### src/rtl/omega_pkg.sv
package omega_pkg;

  typedef enum logic {
    SW_STRAIGHT = 1'b0,
    SW_EXCHANGE = 1'b1
  } sw_mode_e;

  // perfect shuffle: rotate a line index left by one over nbits
  function automatic int shuffle_line(input int idx, input int nbits);
    int top_bit;
    top_bit = (idx >> (nbits - 1)) & 1;
    return ((idx << 1) & ((1 << nbits) - 1)) | top_bit;
  endfunction

endpackage

### src/rtl/omega_switch.sv
module omega_switch
  import omega_pkg::*;
#(
  parameter int AW      = 3,
  parameter int DW      = 8,
  parameter int SEL_BIT = 2
) (
  input  logic          a_vld,
  input  logic [AW-1:0] a_dst,
  input  logic [AW-1:0] a_src,
  input  logic [DW-1:0] a_dat,
  input  logic          b_vld,
  input  logic [AW-1:0] b_dst,
  input  logic [AW-1:0] b_src,
  input  logic [DW-1:0] b_dat,
  output logic          u_vld,
  output logic [AW-1:0] u_dst,
  output logic [AW-1:0] u_src,
  output logic [DW-1:0] u_dat,
  output logic          l_vld,
  output logic [AW-1:0] l_dst,
  output logic [AW-1:0] l_src,
  output logic [DW-1:0] l_dat,
  output logic          rej_vld,
  output logic [AW-1:0] rej_src
);

  sw_mode_e mode;
  logic     a_bit;
  logic     b_bit;
  logic     clash;

  assign a_bit = a_dst[SEL_BIT];
  assign b_bit = b_dst[SEL_BIT];
  assign clash = a_vld & b_vld & (a_bit == b_bit);

  // the even line (a) sets the element when it carries a request
  always_comb begin
    if (a_vld)      mode = a_bit ? SW_EXCHANGE : SW_STRAIGHT;
    else if (b_vld) mode = b_bit ? SW_STRAIGHT : SW_EXCHANGE;
    else            mode = SW_STRAIGHT;
  end

  always_comb begin
    if (mode == SW_STRAIGHT) begin
      u_vld = a_vld;          u_dst = a_dst; u_src = a_src; u_dat = a_dat;
      l_vld = b_vld & ~clash; l_dst = b_dst; l_src = b_src; l_dat = b_dat;
    end else begin
      u_vld = b_vld & ~clash; u_dst = b_dst; u_src = b_src; u_dat = b_dat;
      l_vld = a_vld;          l_dst = a_dst; l_src = a_src; l_dat = a_dat;
    end
  end

  assign rej_vld = clash;
  assign rej_src = b_src;

endmodule

### src/rtl/omega_stage.sv
module omega_stage
  import omega_pkg::*;
#(
  parameter int N     = 8,
  parameter int AW    = 3,
  parameter int DW    = 8,
  parameter int STAGE = 0
) (
  input  logic            clk,
  input  logic            rst_n,
  input  logic [N-1:0]    in_vld,
  input  logic [N*AW-1:0] in_dst,
  input  logic [N*AW-1:0] in_src,
  input  logic [N*DW-1:0] in_dat,
  output logic [N-1:0]    out_vld,
  output logic [N*AW-1:0] out_dst,
  output logic [N*AW-1:0] out_src,
  output logic [N*DW-1:0] out_dat,
  output logic [N-1:0]    drop_vec
);

  localparam int SEL_BIT = AW - 1 - STAGE;
  localparam int NSW     = N / 2;

  logic          sh_vld [N];
  logic [AW-1:0] sh_dst [N];
  logic [AW-1:0] sh_src [N];
  logic [DW-1:0] sh_dat [N];
  logic          sw_vld [N];
  logic [AW-1:0] sw_dst [N];
  logic [AW-1:0] sw_src [N];
  logic [DW-1:0] sw_dat [N];
  logic          rej_vld [NSW];
  logic [AW-1:0] rej_src [NSW];

  // shuffle wiring into the column
  for (genvar i = 0; i < N; i++) begin : g_shuffle
    localparam int J = shuffle_line(i, AW);
    assign sh_vld[J] = in_vld[i];
    assign sh_dst[J] = in_dst[i*AW +: AW];
    assign sh_src[J] = in_src[i*AW +: AW];
    assign sh_dat[J] = in_dat[i*DW +: DW];
  end

  for (genvar p = 0; p < NSW; p++) begin : g_elem
    omega_switch #(.AW(AW), .DW(DW), .SEL_BIT(SEL_BIT)) sw_i (
      .a_vld  (sh_vld[2*p]),   .a_dst(sh_dst[2*p]),   .a_src(sh_src[2*p]),   .a_dat(sh_dat[2*p]),
      .b_vld  (sh_vld[2*p+1]), .b_dst(sh_dst[2*p+1]), .b_src(sh_src[2*p+1]), .b_dat(sh_dat[2*p+1]),
      .u_vld  (sw_vld[2*p]),   .u_dst(sw_dst[2*p]),   .u_src(sw_src[2*p]),   .u_dat(sw_dat[2*p]),
      .l_vld  (sw_vld[2*p+1]), .l_dst(sw_dst[2*p+1]), .l_src(sw_src[2*p+1]), .l_dat(sw_dat[2*p+1]),
      .rej_vld(rej_vld[p]),
      .rej_src(rej_src[p])
    );
  end

  for (genvar j = 0; j < N; j++) begin : g_pack
    assign out_vld[j]           = sw_vld[j];
    assign out_dst[j*AW +: AW]  = sw_dst[j];
    assign out_src[j*AW +: AW]  = sw_src[j];
    assign out_dat[j*DW +: DW]  = sw_dat[j];
  end

  always_comb begin
    drop_vec = '0;
    for (int p = 0; p < NSW; p++) begin
      if (rej_vld[p]) drop_vec[rej_src[p]] = 1'b1;
    end
  end

  // a column neither creates nor loses requests
  p_conserve_r7: assert property (@(posedge clk) disable iff (!rst_n)
    ($countones(out_vld) + $countones(drop_vec)) == $countones(in_vld));

  // each delivered line matches the destination bit of this column
  for (genvar j = 0; j < N; j++) begin : g_chk
    p_route_bit_r10: assert property (@(posedge clk) disable iff (!rst_n)
      out_vld[j] |-> (out_dst[j*AW + SEL_BIT] == 1'(j % 2)));
  end

endmodule

### src/rtl/omega_net.sv
module omega_net #(
  parameter int N  = 8,
  parameter int DW = 8
) (
  input  logic                     clk,
  input  logic                     rst_n,
  input  logic [N-1:0]             in_valid,
  input  logic [N*$clog2(N)-1:0]   in_dest,
  input  logic [N*DW-1:0]          in_data,
  output logic [N-1:0]             out_valid,
  output logic [N*DW-1:0]          out_data,
  output logic [N*$clog2(N)-1:0]   out_src,
  output logic [N-1:0]             ack,
  output logic [N-1:0]             drop
);

  localparam int AW = $clog2(N);
  localparam int NS = AW;

  // reset: asserted asynchronously, released on the clock
  logic [1:0] rst_sync;
  logic       rst_q_n;

  always_ff @(posedge clk or negedge rst_n) begin
    if (!rst_n) rst_sync <= 2'b00;
    else        rst_sync <= {rst_sync[0], 1'b1};
  end
  assign rst_q_n = rst_sync[1];

  // column chain
  logic [N-1:0]    lv [NS+1];
  logic [N*AW-1:0] ld [NS+1];
  logic [N*AW-1:0] ls [NS+1];
  logic [N*DW-1:0] lt [NS+1];
  logic [N-1:0]    dv [NS];

  assign lv[0] = in_valid;
  assign ld[0] = in_dest;
  assign lt[0] = in_data;
  for (genvar i = 0; i < N; i++) begin : g_srcid
    assign ls[0][i*AW +: AW] = AW'(i);
  end

  for (genvar k = 0; k < NS; k++) begin : g_col
    omega_stage #(.N(N), .AW(AW), .DW(DW), .STAGE(k)) stage_i (
      .clk     (clk),
      .rst_n   (rst_q_n),
      .in_vld  (lv[k]),
      .in_dst  (ld[k]),
      .in_src  (ls[k]),
      .in_dat  (lt[k]),
      .out_vld (lv[k+1]),
      .out_dst (ld[k+1]),
      .out_src (ls[k+1]),
      .out_dat (lt[k+1]),
      .drop_vec(dv[k])
    );
  end

  // next state
  logic [N-1:0] ack_nxt;
  logic [N-1:0] drop_nxt;

  always_comb begin
    ack_nxt  = '0;
    drop_nxt = '0;
    for (int k = 0; k < NS; k++) drop_nxt = drop_nxt | dv[k];
    for (int j = 0; j < N; j++) begin
      if (lv[NS][j]) ack_nxt[ls[NS][j*AW +: AW]] = 1'b1;
    end
  end

  // registers
  logic [N-1:0]    vld_q;
  logic [N-1:0]    ack_q;
  logic [N-1:0]    drop_q;
  logic [N*DW-1:0] dat_q;
  logic [N*AW-1:0] src_q;

  always_ff @(posedge clk or negedge rst_q_n) begin
    if (!rst_q_n) begin
      vld_q  <= '0;
      ack_q  <= '0;
      drop_q <= '0;
    end else begin
      vld_q  <= lv[NS];
      ack_q  <= ack_nxt;
      drop_q <= drop_nxt;
    end
  end

  for (genvar j = 0; j < N; j++) begin : g_port
    always_ff @(posedge clk or negedge rst_q_n) begin
      if (!rst_q_n) begin
        dat_q[j*DW +: DW] <= '0;
        src_q[j*AW +: AW] <= '0;
      end else if (lv[NS][j]) begin
        dat_q[j*DW +: DW] <= lt[NS][j*DW +: DW];
        src_q[j*AW +: AW] <= ls[NS][j*AW +: AW];
      end
    end
  end

  assign out_valid = vld_q;
  assign out_data  = dat_q;
  assign out_src   = src_q;
  assign ack       = ack_q;
  assign drop      = drop_q;

  // a source never sees both outcomes at once
  p_ack_drop_excl_r7: assert property (@(posedge clk) disable iff (!rst_q_n)
    (ack_q & drop_q) == '0);

  // one acknowledge per delivery
  p_ack_eq_deliv_r3: assert property (@(posedge clk) disable iff (!rst_q_n)
    $countones(ack_q) == $countones(vld_q));

  for (genvar i = 0; i < N; i++) begin : g_src_chk
    // ack only follows a request from that source
    p_ack_had_req_r3: assert property (@(posedge clk) disable iff (!rst_q_n)
      ack_q[i] |-> $past(in_valid[i]));
    // drop only follows a request from that source
    p_drop_had_req_r6: assert property (@(posedge clk) disable iff (!rst_q_n)
      drop_q[i] |-> $past(in_valid[i]));
  end

endmodule

### config.mk
export PLATFORM = sky130hd
export DESIGN_NAME = omega_net
export DESIGN_NICKNAME = d
export VERILOG_FILES = /design/src/rtl/omega_pkg.sv /design/src/rtl/omega_switch.sv /design/src/rtl/omega_stage.sv /design/src/rtl/omega_net.sv
export SDC_FILE = /design/constraint.sdc
export NUM_CORES = 1
export LEC_CHECK = 0
export ABC_AREA = 0
export BUFFER_PORTS_ARGS = -buffer_cell sky130_fd_sc_hd__buf_2
export CAP_MARGIN = 25
export CORE_MARGIN = 2
export CORE_UTILIZATION = 60
export DETAILED_ROUTE_END_ITERATION = 10
export PLACE_DENSITY_LB_ADDON = 0.15
export SETUP_SLACK_MARGIN = 0.15
export SYNTH_ARGS = -nofsm -noshare
export SYNTH_HDL_FRONTEND = slang
export SYNTH_HIERARCHICAL = 1
export SYNTH_SLANG_ARGS = --single-unit
export TNS_END_PERCENT = 30
### constraint.sdc
create_clock -name clk -period 7.59 [get_ports clk]
set_input_delay 1.518 -clock clk [delete_from_list [all_inputs] [get_ports clk]]
set_output_delay 1.518 -clock clk [all_outputs]
set_load 0.005 [all_outputs]
Yosys cells after proc, flatten, opt, wreduce, memory -nomap -nowiden. Cells that the tools add are included.

Register bits: 114. Input port bits: 98. Logic and storage cells: 331. Output and inout bits: 112.

Multiplexer cells: 188. Bitwise gates (word level): 63. Reduce and logical (&&, ||, !) cells: 16. Equal/unequal tests: 12. Order comparisons: 32.

Operator list (count): 2-to-1 mux 8 bit (41); bitwise OR 8 bit (15); 2-to-1 mux 1 bit (96); 2-to-1 mux 3 bit (24); less-than comparator 3 x 4 -> 1 bit (second input constant) (16); demux 1 bit (select 3 bit) (16); >= comparator 3 x 1 -> 1 bit (second input constant) (16); bitwise AND 1 bit (36); logical AND 1 bit (16); 2-to-1 mux 2 bit (8); == test 1 bit (12); inverter 1 bit (12); 2-to-1 mux 7 bit (1); 2-to-1 mux 6 bit (1); 2-to-1 mux 5 bit (1).

Longest topological paths before layout.
Word-level depth: 32. Mapped depth: 16. Depth with buffers taken out: 12.

Hierarchy. The synthesis kept the hierarchy.

Modules (own cells, without submodules): omega_switch (sequential area each 0.0 um^2, area an instance 425.4 um^2, times used 12, cells each 44); omega_net (sequential area each 2852.7 um^2, area an instance 4689.5 um^2, times used 1, cells each 329); omega_stage at g_col[2].stage_i (sequential area each 0.0 um^2, area an instance 302.8 um^2, times used 1, cells each 44); omega_stage at g_col[1].stage_i (sequential area each 0.0 um^2, area an instance 290.3 um^2, times used 1, cells each 42); omega_stage at g_col[0].stage_i (sequential area each 0.0 um^2, area an instance 284.0 um^2, times used 1, cells each 40).

Worst setup path before layout. OpenSTA, ideal clock, no wires.

Kind: in2reg. Start point: input in_dest[23]. End point: register ack_q[5], in the netlist ack[5]. Library setup time: 0.139 ns. Arrival time: 4.930 ns. Path slack: 2.521 ns. Path buffers: 3. Data required time: 7.451 ns. Stages on the path: 14. Cells stage by stage: nand2b_4 -> o21ai_4 -> buf_6 -> mux2_2 -> nand2b_4 -> o21ai_4 -> buf_6 -> mux2_2 -> nand2b_4 -> o21ai_4 -> buf_6 -> mux2_2 -> nor3b_1 -> or4_1.

RTL lines: start, declared (RTL line omega_net.sv:8) `input logic [N*$clog2(N)-1:0] in_dest,`; end signal, assigned (RTL line omega_net.sv:87) `ack_q <= ack_nxt;`; end, declared (RTL line omega_net.sv:75) `logic [N-1:0] ack_q;`.

==> summary.md <==
| Metric | Value |
|---|---|
| Area of the mapped netlist | 10,100 um2 |
| Per-cell via count in the routed design | about 6 |
| RD Place Congestion | between 0.9 and 1 |
| Cell depth of the worst flop-to-flop path | 2 |
| Fillers | roughly 1,200 |
| Routed wire per std cell | about 21 um |
| Crit-path cells | buf_2 -> nand2b_4 -> o21ai_4 -> mux2_2 -> nand2b_4 -> o21ai_4 -> mux2_2 -> nand2b_4 -> o21ai_4 -> mux2_2 -> nor4bb_1 -> nor4_1 -> nand4_1 |
| Actual transition at the worst max-transition pin | 0.932 ns |
| Cell area after layout | ~12,000 um2 |
| Maximum vdd drop | 0.214 mV |
| Critical path start-end classification | primary input to flop |
| Total of warnings raised by yosys | 6 |
| Class of the worst hold path | flop to async pin |
| Max cap viols | 0 |
| Clock Pin Slew Worst Setup and Hold Paths | around 0.06 ns |
| TritonCTS clock tree | built |
| Setup slack of the worst register-to-register path | ~6.3 ns |
| Leakage power | 5.18 nW |
| Synth-to-layout area growth | 16.2% |
| RSZ-0062 raised after global routing | false |
| Final worst path period share | 0.715 |
| Final standard cell utilization of the core | 0.713 |
| Starting utilization of the core area | 0.613 |
| Normalized max-slew margin | 0.376 |
| Residual overflow from global routing | 0 |
| Total CTS buffers | 17 |
| Wire length of the first global-routing pass | 43,700 um |
| Post-Place Cell Area | 11,100 um2 |
| Status | complete, no violations |
| Mapped Cells | 911 |
| Hold buffer count at cts | 0 |
| Highest Clock Rate | between 150 and 200 MHz |
| WP buf/inv | 1 |
| Final wirelength | about 29,000 um |
| Top-level I/O count | 210 |
| Ratio of cells with drive above 1 in the final layout | 0.581 |
| Die height | between 100 and 150 um |
| Number of global-route vias before repair | 7,822 |
| Critical path's largest stage delay | between 0.6 and 0.7 ns |
| Worst path required time | about 7.9 ns |
| Maximum level of the CTS H-tree | 4 |
| Power per unit of standard cell area | around 280 nW/um2 |
| Mean post-synth cell area | 11.1 um2 |
| CTS root buffer | clkbuf_16 |
| Initial antenna violation count | 2 |
| Worst clock skew | 0.00641 ns |
| Residual DRC | 0 |
| Pin count of the biggest net entering global routing | 76 |
| Width of the die | ~130 um |
| Clk Latency, worst-skew pair | ~0.42 ns |
| Die Area | 17,900 um2 |
| Number of vias after detailed routing | roughly 8,000 |
| Crit. path cell count | 13 |
| Violation count after the first detailed-routing iteration | around 530 |
| Clock tree buffer depth | 2 |
| Core Footprint | 16,500 um2 |
| Sequential Area | between 2000 and 3000 um2 |
| Combined area of the multi-input logic cells | 6780 um2 |
| Final #Nets | about 1,200 |
| Setup crit start | in_dest[23] |
| Number of buffer cells added on primary ports | approximately 210 |
| First drt pass iteration count | 8 |
| Endpoints failing hold | 0 |
| Final HPWL DP | ~22,000 um |
| Source of the worst register-to-register timing path | rst_sync[1] |
| Critical-path top delay cell | o21ai_4 |
| Leading cell types in the layout, fill and taps excluded | 374 x mux2_2, 209 x buf_2, 113 x dfrtp_1 |
| Overall global routing resource usage | 0.318 |
| Final count of pins violating max slew | 0 |
| Post-CTS setup buffer count | 0 |
| CP arrival | 5.69 ns |
| Finish-stage setup viols | 0 |
| Clock tree sinks | 114 |
| Post-route minimum period | ~5.4 ns |
| Leading cell type in the layout, fill and taps excluded | mux2_2 |
| Count of instances resized after the clock tree is built | 0 |
| Post-DRT Antenna Nets | 0 |
| Total negative slack for setup checks | 0 ns |
| Launching element type of the critical path | primary input |
| Category of the worst setup path capture point | flop |
| Endpoint of the most critical register-to-register path | out_data[48] |
| CP delay by family, top | compound AO/OA/AOI/OAI gates |
| Crit Path Max Fanout | 24 |
| CP Capture Point | ack[2] |
| Number of core rows | 47 |
-- area by class of cell --
class                   instances  share of cell area
clock buffers                  17              0.0361
diodes                          2            0.000425
repair buffers                217              0.0956
inverters                      18             0.00574
flip-flops and latches        114               0.243
multi-input cells             756               0.575
clock inverters                15              0.0206
well taps                     220              0.0234
-- routing by layer --
layer  vias up  global-route usage  share of wire
li1       3777                   -              -
met1      3978               0.438           0.44
met2       340               0.504           0.46
met3        56              0.0714          0.076
met4         0              0.0946          0.024
met5         -                   0              0
-- how the worst min path moves through the flow --
stage / end / slack [ns] / depth (start not counted)
2_1_floorplan: rst_sync[1] / 0.33 / 0
3_3_place_gp: out_src[10] / 0.31 / 0
3_5_place_dp: out_src[10] / 0.32 / 0
4_1_cts: out_src[10] / 0.33 / 0
5_1_grt: out_src[0] / 0.36 / 0
6_report: out_src[10] / 0.31 / 0
-- per-stage QoR --
| step | instances | worst slack, ns | hold WS, ns | power (mW) |
|---|---|---|---|---|
| 3_3_place_gp | 1324 | 1.80 | 0.314 | 2.34 |
| 3_5_place_dp | 1324 | 1.80 | 0.322 | 2.36 |
| 4_1_cts | 1356 | 2.17 | 0.329 | 3.31 |
| 6_report | 1359 | 2.16 | 0.310 | 3.32 |
| 5_1_grt | 1359 | 1.96 | 0.360 | 3.49 |
| 2_1_floorplan | 970 | 2.66 | 0.331 | 1.91 |
-- sequential cells by signal (all words and copies together), names as in the netlist --
| name | flops |
|---|---|
| out_data | 64 |
| out_src | 24 |
| ack | 8 |
| drop | 8 |
| out_valid | 8 |
| rst_sync | 2 |
-- report_power, final --
group / switching [mW] / internal (mW) / total (mW)
Sequential: 0.150 / 0.874 / 1.02
Combinational: 0.654 / 0.718 / 1.37
Clock: 0.327 / 0.595 / 0.922
Power figures use the tool's default switching activity.
